--- src/rtl/sdram_mode_pkg.sv ---
package sdram_mode_pkg;

  // Active mode settings; lg is log2 of a fixed burst length.
  typedef struct packed {
    logic       full;
    logic [1:0] lg;
    logic       ilv;
    logic [1:0] cl;
    logic       wr_single;
  } mode_cfg_t;

  localparam mode_cfg_t CFG_RESET = '{full: 1'b0, lg: 2'd0, ilv: 1'b0,
                                      cl: 2'd2, wr_single: 1'b0};

endpackage

--- src/rtl/sdram_mode_reg.sv ---
module sdram_mode_reg
  import sdram_mode_pkg::*;
#(
  parameter int ADDR_W = 12,
  parameter int DELAY  = 2
) (
  input  logic              clk,
  input  logic              rst,
  input  logic              mode_set,
  input  logic [ADDR_W-1:0] mode_addr,
  input  logic              bank_busy,
  output mode_cfg_t         cfg,
  output logic              ready,
  output logic              err
);
  localparam int CW = $clog2(DELAY + 1);

  mode_cfg_t      dec, pend_cfg;
  logic [CW-1:0]  pend_cnt;
  logic           len_ok, lat_ok, rsv_ok, busy, accept;

  always_comb begin
    dec    = CFG_RESET;
    len_ok = 1'b1;
    case (mode_addr[2:0])
      3'b000, 3'b001, 3'b010, 3'b011: begin
        dec.full = 1'b0;
        dec.lg   = mode_addr[1:0];
      end
      3'b111: begin
        dec.full = 1'b1;
        dec.lg   = 2'd0;
      end
      default: len_ok = 1'b0;
    endcase
    dec.ilv       = mode_addr[3] && (mode_addr[2:0] != 3'b111);
    lat_ok        = (mode_addr[6:4] == 3'd1) || (mode_addr[6:4] == 3'd2) ||
                    (mode_addr[6:4] == 3'd3);
    dec.cl        = mode_addr[5:4];
    dec.wr_single = mode_addr[9];
    rsv_ok        = (mode_addr[8:7] == 2'b00) && (mode_addr[ADDR_W-1:10] == '0);
    busy          = bank_busy || (pend_cnt != '0);
    accept        = mode_set && len_ok && lat_ok && rsv_ok && !busy;
  end

  always_ff @(posedge clk) begin
    if (rst) begin
      cfg      <= CFG_RESET;
      pend_cfg <= CFG_RESET;
      pend_cnt <= '0;
      ready    <= 1'b0;
      err      <= 1'b0;
    end else begin
      err <= mode_set && !accept;
      if (accept) begin
        pend_cfg <= dec;
        pend_cnt <= CW'(DELAY);
      end else if (pend_cnt != '0) begin
        pend_cnt <= pend_cnt - CW'(1);
        if (pend_cnt == CW'(1)) begin
          cfg   <= pend_cfg;
          ready <= 1'b1;
        end
      end
    end
  end

  assert_full_seq_R2: assert property (@(posedge clk) disable iff (rst)
    cfg.full |-> !cfg.ilv);
  assert_lat_legal_R3: assert property (@(posedge clk) disable iff (rst)
    cfg.cl != 2'd0);
  assert_err_cause_R4: assert property (@(posedge clk) disable iff (rst)
    mode_set && !(len_ok && lat_ok && rsv_ok) |=> err);
  assert_pending_reject_R5: assert property (@(posedge clk) disable iff (rst)
    mode_set && (pend_cnt != '0) |=> err);
  assert_apply_R6: assert property (@(posedge clk) disable iff (rst)
    (pend_cnt == CW'(1)) |=> (ready && cfg == $past(pend_cfg)));

endmodule

--- src/rtl/sdram_burst_gen.sv ---
module sdram_burst_gen
  import sdram_mode_pkg::*;
#(
  parameter int COL_W = 8
) (
  input  logic             clk,
  input  logic             rst,
  input  mode_cfg_t        cfg,
  input  logic             start,
  input  logic [COL_W-1:0] start_col,
  input  logic             start_is_write,
  input  logic             stop,
  output logic [COL_W-1:0] col,
  output logic             valid,
  output logic             last
);
  logic [COL_W-1:0] base_q, beat_q, mask_q, s_mask, beat_nx, col_nx;
  logic             ilv_q, full_q, s_full, s_ilv, one_beat;

  function automatic logic [COL_W-1:0] col_at(input logic [COL_W-1:0] b,
                                               input logic [COL_W-1:0] n,
                                               input logic [COL_W-1:0] m,
                                               input logic             x);
    if (x) return b ^ (n & m);
    return (b & ~m) | ((b + n) & m);
  endfunction

  always_comb begin
    one_beat = start_is_write && cfg.wr_single;
    s_full   = cfg.full && !one_beat;
    s_ilv    = cfg.ilv && !one_beat;
    if (one_beat)      s_mask = '0;
    else if (cfg.full) s_mask = '1;
    else               s_mask = (COL_W'(1) << cfg.lg) - COL_W'(1);
    beat_nx = beat_q + COL_W'(1);
    col_nx  = col_at(base_q, beat_nx, mask_q, ilv_q);
  end

  always_ff @(posedge clk) begin
    if (rst) begin
      base_q <= '0;
      beat_q <= '0;
      mask_q <= '0;
      ilv_q  <= 1'b0;
      full_q <= 1'b0;
      col    <= '0;
      valid  <= 1'b0;
      last   <= 1'b0;
    end else if (start) begin
      base_q <= start_col;
      beat_q <= '0;
      mask_q <= s_mask;
      ilv_q  <= s_ilv;
      full_q <= s_full;
      col    <= start_col;
      valid  <= 1'b1;
      last   <= !s_full && (s_mask == '0);
    end else if (valid) begin
      if (stop || last) begin
        valid <= 1'b0;
        last  <= 1'b0;
      end else begin
        beat_q <= beat_nx;
        col    <= col_nx;
        last   <= !full_q && (beat_nx == mask_q);
      end
    end
  end

  assert_in_block_R9: assert property (@(posedge clk) disable iff (rst)
    valid && !full_q |-> ((col ^ base_q) & ~mask_q) == '0);
  assert_full_no_last_R10: assert property (@(posedge clk) disable iff (rst)
    valid && full_q |-> !last);
  assert_last_ends_R11: assert property (@(posedge clk) disable iff (rst)
    last && !start |=> !valid);
  assert_last_valid_R11: assert property (@(posedge clk) disable iff (rst)
    last |-> valid);
  assert_stop_ends_R13: assert property (@(posedge clk) disable iff (rst)
    valid && stop && !start |=> !valid);

endmodule

--- src/rtl/sdram_mode_burst_seq.sv ---
module sdram_mode_burst_seq
  import sdram_mode_pkg::*;
#(
  parameter int ADDR_W = 12,
  parameter int COL_W  = 8,
  parameter int DELAY  = 2
) (
  input  logic              clk,
  input  logic              rst,
  input  logic              mode_set,
  input  logic [ADDR_W-1:0] mode_addr,
  input  logic              bank_busy,
  input  logic              burst_start,
  input  logic [COL_W-1:0]  start_col,
  input  logic              start_is_write,
  input  logic              burst_stop,
  output logic [COL_W-1:0]  col_addr,
  output logic              burst_valid,
  output logic              burst_last,
  output logic [COL_W:0]    cfg_burst_len,
  output logic              cfg_interleave,
  output logic [1:0]        cfg_cas_lat,
  output logic              mode_ready,
  output logic              mode_err
);
  mode_cfg_t cfg;

  sdram_mode_reg #(.ADDR_W(ADDR_W), .DELAY(DELAY)) u_mode (
    .clk      (clk),
    .rst      (rst),
    .mode_set (mode_set),
    .mode_addr(mode_addr),
    .bank_busy(bank_busy),
    .cfg      (cfg),
    .ready    (mode_ready),
    .err      (mode_err)
  );

  sdram_burst_gen #(.COL_W(COL_W)) u_burst (
    .clk           (clk),
    .rst           (rst),
    .cfg           (cfg),
    .start         (burst_start),
    .start_col     (start_col),
    .start_is_write(start_is_write),
    .stop          (burst_stop),
    .col           (col_addr),
    .valid         (burst_valid),
    .last          (burst_last)
  );

  always_comb begin
    if (cfg.full) cfg_burst_len = (COL_W+1)'(1) << COL_W;
    else          cfg_burst_len = (COL_W+1)'(1) << cfg.lg;
    cfg_interleave = cfg.ilv;
    cfg_cas_lat    = cfg.cl;
  end

endmodule

--- config.mk ---
export PLATFORM = sky130hd
export DESIGN_NAME = sdram_mode_burst_seq
export DESIGN_NICKNAME = d
export VERILOG_FILES = /design/src/rtl/sdram_mode_pkg.sv /design/src/rtl/sdram_mode_reg.sv /design/src/rtl/sdram_burst_gen.sv /design/src/rtl/sdram_mode_burst_seq.sv
export SDC_FILE = /design/constraint.sdc
export NUM_CORES = 1
export LEC_CHECK = 0
export BUFFER_PORTS_ARGS = -buffer_cell sky130_fd_sc_hd__buf_2
export CAP_MARGIN = 20
export CORE_ASPECT_RATIO = 1.75
export CORE_MARGIN = 4
export CORE_UTILIZATION = 50
export DETAILED_ROUTE_END_ITERATION = 10
export PLACE_DENSITY = 0.75
export RECOVER_POWER = 100
export SYNTH_ARGS = -nofsm -noshare
export SYNTH_HDL_FRONTEND = slang
export SYNTH_SLANG_ARGS = --single-unit
--- constraint.sdc ---
create_clock -name clk -period 2.4 [get_ports clk]
set_clock_uncertainty 0.2 [all_clocks]
set_input_delay 0.12 -clock clk [delete_from_list [all_inputs] [get_ports clk]]
set_output_delay 0.12 -clock clk [all_outputs]
set_load 0.02 [all_outputs]
==> reports/metrics.cfg <==
[final_layout]
multiInputGateArea_um2 = 1890
final_common_cell = dfxtp_1
layout_common_cells = dfxtp_1 (48), buf_4 (34), nand2_1 (33)
regArea_um2 = 1070
fin_cells = 484
nets = 455
antenna_cells = 0
drive_gt1_share_pct = 28.8
areaGrowthSynthToFinish_pct = 38.5
fill_cells = 438

[clocking]
cts_buffer_depth = 2
cts_tree = built
clockRootBuffer = clkbuf_8
path_clk_slew_ns = 0.10
worstSkewPairLatency_ns = 0.31
cts_max_level = 2
clock-sinks = 53
cts_inserted_buffers = 5

[worst_setup_path]
startpoint_type = flop
criticalPathCategory = flop to flop
r2r_cells = 12
end_kind = flop
cp_data_arrival_time_ns = 2.62
critPathRequiredTime_ns = 2.42
crit_fanout = 4

[yosys]
synth_ff_type = dfxtp_1
ys_async_sr_fraction_pct = 0
ys_types = 52
synth_top_area_share_pct = 38.0
synth_top_cell_by_area = dfxtp_1
synth_area_leaders = dfxtp_1 (38%), ha_1 (7.6%), a21oi_1 (4.8%)
synth-seq-area-share_pct = 38.0
ys_seq_elements = 53
post_synth.cell_area_avg_um2 = 8.78
syn-cell-area_um2 = 2790
syn_inst = 318
synth_edf_count = 0
ys_warn_count = 0

[power]
swShare_pct = 25.6
internal_power_mw = 1.27
p_per_area_nw_per_um2 = 440
p_sw_uw = 434
combPwrFrac_pct = 12.8
pwr-share-clk_pct = 33.3
power_frac_seq_pct = 53.9
peakVddDrop_v = 0.000488
p_leak_nw = 1.62

[drt]
wl_per_cell_um = 15.9
via_per_inst = 5.55
final_antenna_net_count = 0
vias = 2686
dr.pass1.iters = 8
wl_um = 7700
drc_errors = 0
drt_first_iter_violations = 79

[placed_design]
io_buffer_count = 46
routabilityCongestion = 0.862
hpwl_um = 5300
dp.cells = 448

[die]
rows = 35
start_util_pct = 52.2
pin_count = 51
dieHeight_um = 107
dieWidth_um = 64.5
coreArea_um2 = 5340
die_area_um2 = 6890

[grt]
grt_pass1_vias = 2845
grt_overflow = 0
antenna_found_initial = 0
grt_pass1_wl_um = 12800
grt_max_degree = 24
track_usage_pct = 23.5

[timing]
rsz0062_at_grt = true
maxSlewViolCount = 0
relSlewSlack_pct = 55.9
fin_ws_ns = -0.193
worstMarginPinSlew_ns = 0.659
fin_crit_ns = 2.59
hold_ws_ns = 0.0302
fin_setup_tns_ns = -0.611
hold_viol = 0
finalCritPeriodShare_pct = 108
fmax_mhz = 386
setup_viol = 5

[hold_path]
min_delay_path_depth = 2
hp-class = input port to flop

[job]
max_cap_violations = 0

[run_status]
violations = setup timing
status = complete, but fails checks

## final cells by class
| cell class | instances | area share (%) |
|---|---|---|
| flip-flops and latches | 53 | 27.8 |
| repair buffers | 102 | 17.6 |
| multi-input cells | 241 | 48.8 |
| well taps | 74 | 2.40 |
| inverters | 7 | 0.745 |
| clock buffers | 6 | 2.43 |
| clock inverters | 1 | 0.227 |
## metal layers
metal | GRT usage (%) | vias up | part of all wire, %
met5 | 0 | - | 0
met2 | 45.1 | 73 | 56
met4 | 12.1 | 0 | 3.6
li1 | - | 1303 | -
met1 | 23.7 | 1286 | 37
met3 | 3.35 | 24 | 3.8
## cell usage after synthesis (3+ instances only)
cell      number
nor2b_1        6
or3_1          6
o21ai_0        6
mux2i_1        8
buf_4          7
nand2_1       36
o211ai_1       5
nand2b_1       5
a22oi_1        4
ha_1          17
xnor2_1       11
nor3b_1        4
a22o_1         3
a221oi_1       4
a21o_1         8
dfxtp_1       53
inv_1          7
a21oi_1       27
nor3_1         6
clkbuf_1      11
nor2_1        31
mux2_2         5
xor2_1         7
## final timing paths
path	from	endpoint	slack, ns
worst min register to register	u_mode.pend_cfg[0]	u_mode.cfg[0]	0.26
worst max-delay path	u_burst.beat_q[0]	u_burst.col[7]	-0.19
worst min-delay path	rst	u_burst.base_q[5]	0.03
worst max register to register	u_burst.beat_q[0]	u_burst.col[7]	-0.19
## logic make-up after synthesis
kind of cell / after synthesis / synth area share [%]
mux: 13 / 4.89
xor+xnor: 18 / 5.65
other cells: 1 / 0.134
buf+inv: 27 / 4.57
fa+ha+maj: 18 / 8.34
compound gates: 77 / 19.1
flops: 53 / 38.0
simple gates: 111 / 19.3
## worst max-delay path, stage by stage (launching register included)
cell and delay [ns]:
dfxtp_4 0.38, ha_4 0.17, nand3_4 0.13, nor2_4 0.17, xor2_2 0.21, ha_4 0.25
a21oi_4 0.14, o21ai_2 0.10, buf_4 0.14, nor3_2 0.17, nor3_2 0.07, xor2_1 0.17
o32ai_2 0.20
## sequential cells by signal (all words and copies together), names as in the netlist, 2 cells and up
signal	count
u_burst.col	8
u_mode.cfg	7
u_burst.beat_q	8
u_mode.pend_cfg	7
u_burst.base_q	8
u_mode.pend_cnt	2
u_burst.mask_q	7
## power by group through the flow
stage                     logic [mW]  registers, mW  clock network, mW
after global placement         0.175          0.936                  0
after CTS                      0.208          0.916              0.578
after floorplan               0.0981          0.947                  0
final                          0.217          0.916              0.566
after detailed placement       0.178          0.937                  0
after global routing           0.236          0.918              0.600
## per-stage QoR
stage | power (mW) | setup WS [ns] | cell area [µm²] | util (%)
final | 1.70 | -0.193 | 3860 | 72.3
after global routing | 1.75 | -0.277 | 3860 | 72.3
after CTS | 1.70 | -0.157 | 3730 | 69.9
after global placement | 1.11 | -0.130 | 3300 | 61.7
after floorplan | 1.05 | -0.0124 | 2870 | -
after detailed placement | 1.11 | -0.258 | 3300 | 61.7
## repair_timing
action	in CTS	in global routing
resized for setup	21	23
setup buffers	7	7
cloned	0	0
hold buffers	17	0
pin swaps	19	19
endpoints found under the hold margin	23	0
endpoints found under the setup margin	5	6
(Power assumes the default switching activity.)
